$ cat src/rtl/hmq_pkg.sv
package hmq_pkg;

  localparam int HMQ_W = 32;

  typedef enum logic [1:0] {
    HMQ_A_DATA = 2'd0,
    HMQ_A_STAT = 2'd1,
    HMQ_A_CTRL = 2'd2,
    HMQ_A_MBOX = 2'd3
  } hmq_addr_e;

  // status layout
  localparam int ST_OUT_NE = 16;
  localparam int ST_IN_NF  = 17;
  localparam int ST_OUT_NF = 18;
  localparam int ST_IN_NE  = 19;
  localparam int ST_EVT_LO = 20;

  // control layout
  localparam int CT_OUT_EN = 16;
  localparam int CT_IN_EN  = 17;
  localparam int CT_IEN_LO = 20;
  localparam int CT_OUT_WE = 24;
  localparam int CT_IN_WE  = 25;
  localparam logic [HMQ_W-1:0] CT_MASK = 32'h03F3_0000;

  localparam logic [HMQ_W-1:0] MBOX_RST = 32'h0000_F0F0;

  // event flag indices
  localparam int EV_MBOX  = 0;
  localparam int EV_IN    = 1;
  localparam int EV_OUT   = 2;
  localparam int EV_WATCH = 3;

  // sticky error indices
  localparam int ER_IN_OVF  = 0;
  localparam int ER_IN_UDF  = 1;
  localparam int ER_OUT_OVF = 2;
  localparam int ER_OUT_UDF = 3;

  function automatic logic hmq_flag_next(input logic cur, input logic set,
                                         input logic clr);
    return set | (cur & ~clr);
  endfunction

  function automatic logic [HMQ_W-1:0] hmq_status_word(
      input logic [3:0] evt, input logic in_ne, input logic out_nf,
      input logic in_nf, input logic out_ne, input logic [3:0] err);
    logic [HMQ_W-1:0] w;
    w = '0;
    w[3:0] = err;
    w[ST_OUT_NE] = out_ne;
    w[ST_IN_NF] = in_nf;
    w[ST_OUT_NF] = out_nf;
    w[ST_IN_NE] = in_ne;
    w[ST_EVT_LO +: 4] = evt;
    return w;
  endfunction

  function automatic logic hmq_masked_any(input logic [3:0] flags,
                                          input logic [3:0] en);
    return |(flags & en);
  endfunction

endpackage

$ cat src/rtl/hmq_fifo.sv
module hmq_fifo #(
  parameter int WIDTH = 32,
  parameter int DEPTH = 2
) (
  input  logic             clk,
  input  logic             rst_n,
  input  logic             flush,
  input  logic             push,
  input  logic             pop,
  input  logic [WIDTH-1:0] wdata,
  output logic [WIDTH-1:0] rdata,
  output logic             empty,
  output logic             full,
  output logic             push_ok,
  output logic             pop_ok,
  output logic             ovf_evt,
  output logic             udf_evt,
  output logic             drained
);

  localparam int PTR_W = (DEPTH > 1) ? $clog2(DEPTH) : 1;
  localparam int CNT_W = $clog2(DEPTH + 1);

  logic [WIDTH-1:0] mem [DEPTH];
  logic [PTR_W-1:0] wr_ptr, rd_ptr;
  logic [CNT_W-1:0] cnt_q;

  function automatic logic [PTR_W-1:0] ptr_adv(input logic [PTR_W-1:0] p);
    if (p == PTR_W'(DEPTH - 1)) return '0;
    return p + PTR_W'(1);
  endfunction

  assign empty   = (cnt_q == '0);
  assign full    = (cnt_q == CNT_W'(DEPTH));
  assign pop_ok  = pop & ~flush & ~empty;
  assign push_ok = push & ~flush & (~full | pop_ok);
  assign ovf_evt = push & ~flush & ~push_ok;
  assign udf_evt = pop & ~flush & ~pop_ok;
  assign drained = pop_ok & ~push_ok & (cnt_q == CNT_W'(1));
  assign rdata   = empty ? '0 : mem[rd_ptr];

  always_ff @(posedge clk) begin
    if (!rst_n) begin
      wr_ptr <= '0;
      rd_ptr <= '0;
      cnt_q  <= '0;
    end else if (flush) begin
      wr_ptr <= '0;
      rd_ptr <= '0;
      cnt_q  <= '0;
    end else begin
      if (push_ok) wr_ptr <= ptr_adv(wr_ptr);
      if (pop_ok)  rd_ptr <= ptr_adv(rd_ptr);
      cnt_q <= cnt_q + CNT_W'(push_ok) - CNT_W'(pop_ok);
    end
  end

  always_ff @(posedge clk) begin
    if (push_ok) mem[wr_ptr] <= wdata;
  end

  AST_CNT_BOUND: assert property (@(posedge clk) disable iff (!rst_n)
    cnt_q <= CNT_W'(DEPTH));
  AST_FULL_HOLD: assert property (@(posedge clk) disable iff (!rst_n)
    full && push && !pop && !flush |=> full && $stable(rd_ptr));
  AST_FLUSH_EMPTY: assert property (@(posedge clk) disable iff (!rst_n)
    flush |=> empty);

endmodule

$ cat src/rtl/hmq_flagbank.sv
module hmq_flagbank #(
  parameter int N = 4
) (
  input  logic         clk,
  input  logic         rst_n,
  input  logic [N-1:0] set,
  input  logic         clr_stb,
  input  logic [N-1:0] clr_mask,
  output logic [N-1:0] flags
);
  import hmq_pkg::*;

  logic [N-1:0] flag_q, flag_nxt;

  for (genvar i = 0; i < N; i++) begin : g_bit
    assign flag_nxt[i] = hmq_flag_next(flag_q[i], set[i], clr_stb & clr_mask[i]);
  end

  always_ff @(posedge clk) begin
    if (!rst_n) flag_q <= '0;
    else        flag_q <= flag_nxt;
  end

  assign flags = flag_q;

  AST_SET_WINS: assert property (@(posedge clk) disable iff (!rst_n)
    (set != '0) |=> ((flags & $past(set)) == $past(set)));
  AST_W1C: assert property (@(posedge clk) disable iff (!rst_n)
    clr_stb |=> ((flags & $past(clr_mask & ~set)) == '0));

endmodule

$ cat src/rtl/hostmsg_fifo.sv
module hostmsg_fifo #(
  parameter int FIFO_DEPTH = 2
) (
  input  logic        clk,
  input  logic        rst_n,
  input  logic [1:0]  host_addr,
  input  logic        host_wr,
  input  logic        host_rd,
  input  logic [31:0] host_wdata,
  output logic [31:0] host_rdata,
  input  logic        eng_in_pop,
  output logic        eng_in_valid,
  output logic [31:0] eng_in_data,
  input  logic        eng_out_push,
  input  logic [31:0] eng_out_data,
  output logic        eng_out_ready,
  input  logic        eng_mbox_wr,
  input  logic [31:0] eng_mbox_data,
  input  logic        eng_watch_evt,
  output logic        irq
);
  import hmq_pkg::*;

  localparam int NFLAG = 4;

  hmq_addr_e addr;
  logic hit_data_wr, hit_stat_wr, hit_ctrl_wr, hit_mbox_wr, hit_data_rd;
  logic [HMQ_W-1:0] ctrl_q, mbox_q, status;

  // inbound FIFO wires
  logic in_flush, in_push, in_empty, in_full, in_push_ok, in_pop_ok;
  logic in_ovf, in_udf, in_drained;
  // outbound FIFO wires
  logic out_flush, out_push, out_empty, out_full, out_push_ok, out_pop_ok;
  logic out_ovf, out_udf, out_drained;
  logic [HMQ_W-1:0] out_head;

  logic [NFLAG-1:0] evt_set, evt_flags, err_set, err_flags;

  assign addr        = hmq_addr_e'(host_addr);
  assign hit_data_wr = host_wr && (addr == HMQ_A_DATA);
  assign hit_stat_wr = host_wr && (addr == HMQ_A_STAT);
  assign hit_ctrl_wr = host_wr && (addr == HMQ_A_CTRL);
  assign hit_mbox_wr = host_wr && (addr == HMQ_A_MBOX);
  assign hit_data_rd = host_rd && (addr == HMQ_A_DATA);

  assign in_flush  = ~ctrl_q[CT_IN_EN];
  assign in_push   = hit_data_wr & ctrl_q[CT_IN_WE];
  assign out_flush = ~ctrl_q[CT_OUT_EN];
  assign out_push  = eng_out_push & ctrl_q[CT_OUT_WE];

  hmq_fifo #(.WIDTH(HMQ_W), .DEPTH(FIFO_DEPTH)) u_in_fifo (
    .clk(clk), .rst_n(rst_n), .flush(in_flush),
    .push(in_push), .pop(eng_in_pop), .wdata(host_wdata),
    .rdata(eng_in_data), .empty(in_empty), .full(in_full),
    .push_ok(in_push_ok), .pop_ok(in_pop_ok),
    .ovf_evt(in_ovf), .udf_evt(in_udf), .drained(in_drained)
  );

  hmq_fifo #(.WIDTH(HMQ_W), .DEPTH(FIFO_DEPTH)) u_out_fifo (
    .clk(clk), .rst_n(rst_n), .flush(out_flush),
    .push(out_push), .pop(hit_data_rd), .wdata(eng_out_data),
    .rdata(out_head), .empty(out_empty), .full(out_full),
    .push_ok(out_push_ok), .pop_ok(out_pop_ok),
    .ovf_evt(out_ovf), .udf_evt(out_udf), .drained(out_drained)
  );

  always_comb begin
    evt_set = '0;
    evt_set[EV_MBOX]  = eng_mbox_wr;
    evt_set[EV_IN]    = in_drained;
    evt_set[EV_OUT]   = out_push_ok;
    evt_set[EV_WATCH] = eng_watch_evt;
    err_set = '0;
    err_set[ER_IN_OVF]  = in_ovf;
    err_set[ER_IN_UDF]  = in_udf;
    err_set[ER_OUT_OVF] = out_ovf;
    err_set[ER_OUT_UDF] = out_udf;
  end

  hmq_flagbank #(.N(NFLAG)) u_evt_flags (
    .clk(clk), .rst_n(rst_n), .set(evt_set), .clr_stb(hit_stat_wr),
    .clr_mask(host_wdata[ST_EVT_LO +: NFLAG]), .flags(evt_flags)
  );

  hmq_flagbank #(.N(NFLAG)) u_err_flags (
    .clk(clk), .rst_n(rst_n), .set(err_set), .clr_stb(hit_stat_wr),
    .clr_mask(host_wdata[NFLAG-1:0]), .flags(err_flags)
  );

  always_ff @(posedge clk) begin
    if (!rst_n) begin
      ctrl_q <= '0;
      mbox_q <= MBOX_RST;
    end else begin
      if (hit_ctrl_wr) ctrl_q <= host_wdata & CT_MASK;
      if (hit_mbox_wr)      mbox_q <= MBOX_RST;
      else if (eng_mbox_wr) mbox_q <= eng_mbox_data;
    end
  end

  assign status = hmq_status_word(evt_flags, ~in_empty, ~out_full, ~in_full,
                                  ~out_empty, err_flags);

  always_comb begin
    unique case (addr)
      HMQ_A_DATA: host_rdata = out_head;
      HMQ_A_STAT: host_rdata = status;
      HMQ_A_CTRL: host_rdata = ctrl_q;
      default:    host_rdata = mbox_q;
    endcase
  end

  assign eng_in_valid  = ~in_empty;
  assign eng_out_ready = ~out_full;
  assign irq = hmq_masked_any(evt_flags, ctrl_q[CT_IEN_LO +: NFLAG]);

  AST_MBOX_RESTORE: assert property (@(posedge clk) disable iff (!rst_n)
    hit_mbox_wr |=> mbox_q == MBOX_RST);
  AST_EMPTY_READ_ZERO: assert property (@(posedge clk) disable iff (!rst_n)
    hit_data_rd && out_empty |-> host_rdata == '0);
  AST_OUT_IRQ: assert property (@(posedge clk) disable iff (!rst_n)
    out_push_ok && ctrl_q[CT_IEN_LO + EV_OUT] && !hit_ctrl_wr |=> irq);
  AST_IN_ORDER_POP: assert property (@(posedge clk) disable iff (!rst_n)
    in_pop_ok && !in_push_ok && !in_flush && !in_drained |=> !in_empty);
  AST_OUT_POP_LEAVES: assert property (@(posedge clk) disable iff (!rst_n)
    out_pop_ok && !out_push_ok && !out_drained |=> !out_empty);

endmodule

$ cat config.mk
export PLATFORM = sky130hd
export DESIGN_NAME = hostmsg_fifo
export DESIGN_NICKNAME = d
export VERILOG_FILES = /design/src/rtl/hmq_pkg.sv /design/src/rtl/hmq_fifo.sv /design/src/rtl/hmq_flagbank.sv /design/src/rtl/hostmsg_fifo.sv
export SDC_FILE = /design/constraint.sdc
export NUM_CORES = 1
export LEC_CHECK = 0
export ABC_AREA = 1
export BUFFER_PORTS_ARGS = -buffer_cell sky130_fd_sc_hd__buf_2
export CORE_MARGIN = 2
export CORE_UTILIZATION = 54
export DETAILED_ROUTE_END_ITERATION = 16
export PLACE_DENSITY = 0.82
export SYNTH_ARGS = -nofsm -noshare
export SYNTH_HDL_FRONTEND = slang
export SYNTH_HIERARCHICAL = 1
export SYNTH_SLANG_ARGS = --single-unit
$ cat constraint.sdc
create_clock -name clk -period 3.9 [get_ports clk]
set_input_delay 0.585 -clock clk [delete_from_list [all_inputs] [get_ports clk]]
set_output_delay 0.585 -clock clk [all_outputs]
set_load 0.02 [all_outputs]
After elaboration in Yosys (flattened, before gate mapping)
Memories as Yosys holds them, arrays and structs flattened. A register that Yosys moved wholly into a read port is not among the register bits.
Index checks and enable logic that the tools add are counted.

storage, ports and cells
  register bits = 56
  latch bits = 0
  RAM bits = 128
  ROM bits = 0
  input port bits = 106
  word-level logic and storage cells = 133
  memories kept = 2

operators by class
  add/sub/neg operators = 8
  $mul = 0
  div/mod/pow operators = 0
  magnitude comparators = 0
  eq/ne operators = 6
  shifts and indexed selects = 0
  mux-type cells = 35
  bitwise gates (word level) = 60
  reductions and logical operators = 12

memories
  name            words  width  rd ports  clocked after Yosys merged registers in  wr ports  line            source
  u_in_fifo.mem   2      32     1         1                                        1         hmq_fifo.sv:24  logic [WIDTH-1:0] mem [DEPTH];
  u_out_fifo.mem  2      32     1         1                                        1         hmq_fifo.sv:24

operators with widths
  kind                   number
  $pmux W32 S3           1
  $mux W32               2
  $and A1 B1 Y1          32
  $mux W1                32
  $not A1 Y1             17
  $or A1 B1 Y1           10
  $eq A2 B2 Y1 const B   4
  $logic_not A2 Y1       3
  $logic_and A1 B1 Y1    5
  $add A1 B1 Y1 const B  4
  $add A2 B1 Y2          2
  $and A4 B4 Y4          1
  $eq A2 B1 Y1 const B   2
  $reduce_and A2 Y1      2
  $reduce_or A4 Y1       1
  $sub A2 B1 Y2          2
  $reduce_or A2 Y1       1

Depth between registers and ports, before layout
  word-level depth = 10
  depth in mapped cells = 12
  gate-level depth less buffers = 11

By module
The synthesis kept the hierarchy.

modules (own cells, without submodules)
  module        times used  cells each  area each (um^2)  seq. area each (um^2)
  hmq_fifo      2           213         2,672.6           2,021.9
  hostmsg_fifo  1           339         2,140.8           800.8
  hmq_flagbank  2           21          152.6             80.1

Least setup slack after synthesis
No wires, ideal clock.

  kind = input to register
  from = input port host_addr[1]
  to = memory u_in_fifo.mem[0][0] (enable)
  library setup time = 421 ps
  data arrival time = 2,885 ps
  slack = 594 ps
  stages = 8
  buffers on the path = 1
  cells stage by stage = buf_2 nor2_2 inv_1 nor3_1 inv_1 nor2_1 nand2_4 nor2_1

on the way
  cells in the longest elaborated chain, start to end = 7

RTL lines
  element                        line                source
  start, declared                hostmsg_fifo.sv:6   input logic [1:0] host_addr,
  $logic_not A2 Y1               hostmsg_fifo.sv:41  assign hit_data_wr = host_wr && (addr == HMQ_A_DATA);
  $logic_and A1 B1 Y1            hostmsg_fifo.sv:41
  $and A1 B1 Y1                  hostmsg_fifo.sv:48  assign in_push = hit_data_wr & ctrl_q[CT_IN_WE];
  named net in_push              hostmsg_fifo.sv:31  logic in_flush, in_push, in_empty, in_full, in_push_ok, in_pop_ok;
  $and A1 B1 Y1 (2 in a row)     hmq_fifo.sv:36      assign push_ok = push & ~flush & (~full | pop_ok);
  $mux W1                        hmq_fifo.sv:59      if (push_ok) mem[wr_ptr] <= wdata;
  $mux W1 (implied by the code)  hmq_fifo.sv:59
  end, declared                  hmq_fifo.sv:24

The timed path passes the listed nets, and every way through them passes these cells.

==> flow_summary.ini <==
[run_status]
status = finished, final reports clean

[synth]
syn_area_um2 = 7780
syn_nets = 914
ys_warn_count = 6
synth_cells = 806
avgSynthCellArea_um2 = 9.66

[sta]
fin_skew_ns = 0.00963
fmax_mhz = 320
relSlewSlack = 0.249
rsz0062_at_grt = false
period_share = 0.802
worst_pin_slew_ns = 1.13
finalCriticalPeriod_ns = 3.13
setup_viol = 0
finalHoldViolCount = 0
postLayoutSetupSlackWorst_ns = 0.770
fin_tns_setup_ns = 0
report.final.slew_viol_count = 0

[route]
vias = 6228
vias_per_cell = 5.36
drc = 0
first_pass_iters = 5
wirelength_um = 19100
drtIter0Drc = 523
detail_route.wl_per_cell_um = 16.5
antenna_left = 0

[setup_path]
path_delay_family = buffers and inverters
rr_worst_depth = 7
r2r_end = u_in_fifo/mem[1][13]
required_ns = 3.31
path_class = reg -> out
path_cells = buf_4 > inv_1 > nand2_1 > a21oi_1 > nand2_1 > o211ai_1 > buf_2
cpPeakStageDelay_ns = 0.85
cp_num_buf_inv = 3
setup.worst_path.end_class = output pin
reg2reg_from = ctrl_q[25]
reg2reg_slack_ns = 1.81
crit_path_top_delay_cell = inv_1
path_common_cell = nand2_1
cp.arrival_ns = 2.54
cp_max_fo = 33
start_kind = flip-flop

[clocking]
insertion_delay_ns = 0.44
hold_buffers = 0
post-cts-setup-buffers = 0
ctsResizeCount = 0
clock_path_buffers = 2
cts_inserted_buffers = 17
cts-htree-levels = 4
cts_tree = built
clock-sinks = 186
clk_pin_slew_ns = 0.07
cts_root_buffer = clkbuf_16

[global_route]
gr-usage-met2 = 0.409
grt_first_pass_wirelength_um = 28700
antenna_found_initial = 2
gr-total-overflow = 0
grtUsageMet3 = 0.0636
grt_util_all_layers = 0.252
grt_pass1_vias = 5724
grtUsageMet1 = 0.326
grt_max_degree = 36
gr-max-usage-layer = met2

[worst_hold_path]
min_to = u_in_fifo/mem[1][30]
min_from = host_wdata[30]
min_path_cells = 1
hold_path_class = in -> reg

[placement]
place_ws_ns = 1.24
place_hpwl_um = 12900
dpl_cell_area_um2 = 8780
gp_congestion = 0.889
dp_cells = 1128
port_buffers = 172

[die]
design.core.area_um2 = 14000
core.rowCount = 43
dieArea_um2 = 15400
die_w_um = 124
io_pins = 173
start_util = 0.557
die_y_um = 124

[cells_and_area]
layout-drive-gt1-share = 0.249
area_growth_pct = 20.4
final_cells = 1161
nets = 1075
final_area_um2 = 9380

[power_and_ir_drop]
p_leak_uw = 0.00402
p_per_area_nw_per_um2 = 434
ir_drop_uv = 302

[flow_run]
max_cap_viol_count = 0
## cell usage in the layout (no fill, tap or decap), types with 3 or more instances in the layout
cell,n
nand3_1,22
nor3_1,5
nand2_1,303
clkinvlp_4,4
buf_4,10
nand2_4,4
edfxtp_1,128
buf_2,172
nor2_2,6
a21oi_1,74
nor2_4,7
nand3_2,3
nor2_1,54
inv_2,4
nand4_1,15
a21boi_0,24
clkbuf_16,17
inv_1,44
inv_6,4
dfxtp_1,58
## per-stage QoR
stage | hold slack (ns) | total power [uW] | utilization
finish | 0.334 | 4070 | 0.670
global route | 0.317 | 4200 | 0.670
CTS | 0.319 | 4090 | 0.670
detailed placement | 0.453 | 2400 | 0.628
global placement | 0.438 | 2400 | 0.628
floorplan | 0.431 | 2300 | -
## per-layer routing
| metal | routed length, um | vias up |
|---|---|---|
| li1 | - | 2986 |
| met2 | 9220 | 288 |
| met1 | 7890 | 2911 |
| met3 | 1610 | 41 |
| met4 | 382 | 2 |
| met5 | 13 | - |
## registers in the layout, summed over array words and instances (netlist names), named ones only
| name | cells |
|---|---|
| u_in_fifo/mem | 64 |
| u_out_fifo/mem | 64 |
| mbox_q | 32 |
| ctrl_q | 8 |
| u_err_flags/flags | 4 |
| u_evt_flags/flags | 4 |
| u_in_fifo/cnt_q | 2 |
| u_out_fifo/cnt_q | 2 |
| u_in_fifo/rd_ptr | 1 |
| u_in_fifo/wr_ptr | 1 |
| u_out_fifo/rd_ptr | 1 |
| u_out_fifo/wr_ptr | 1 |
## how the worst max path moves through the flow
stage / startpoint / endpoint / slack (ns) / cells past startpoint
after floorplan: host_addr[1] / u_in_fifo/mem[0][0] / 0.59 / 8
after global placement: host_addr[1] / u_in_fifo/mem[1][24] / 1.28 / 9
after detailed placement: host_addr[1] / u_in_fifo/mem[1][24] / 1.24 / 9
after CTS: flip-flop / host_rdata[16] / 0.80 / 7
after global routing: flip-flop / host_rdata[18] / 0.58 / 7
final: flip-flop / host_rdata[18] / 0.77 / 7
## report_power, final
part	internal, uW	switching, uW	leakage, uW	total [uW]
clock	955	749	0.000279	1700
sequential	2130	15.1	0.00163	2150
combinational	79.4	140	0.00212	219
total	3170	904	0.00402	4070
## cell type report
cell class / count / area (um^2)
Sequential cell: 186 / 5000
Fill cell: 1054 / 4610
Multi-Input combinational cell: 532 / 2430
Timing Repair Buffer: 182 / 936
Clock buffer: 17 / 425
Tap cell: 180 / 225
Inverter: 48 / 180
Clock inverter: 15 / 169
Antenna cell: 1 / 2.50
Note: power is estimated with default switching activity, not from simulation.
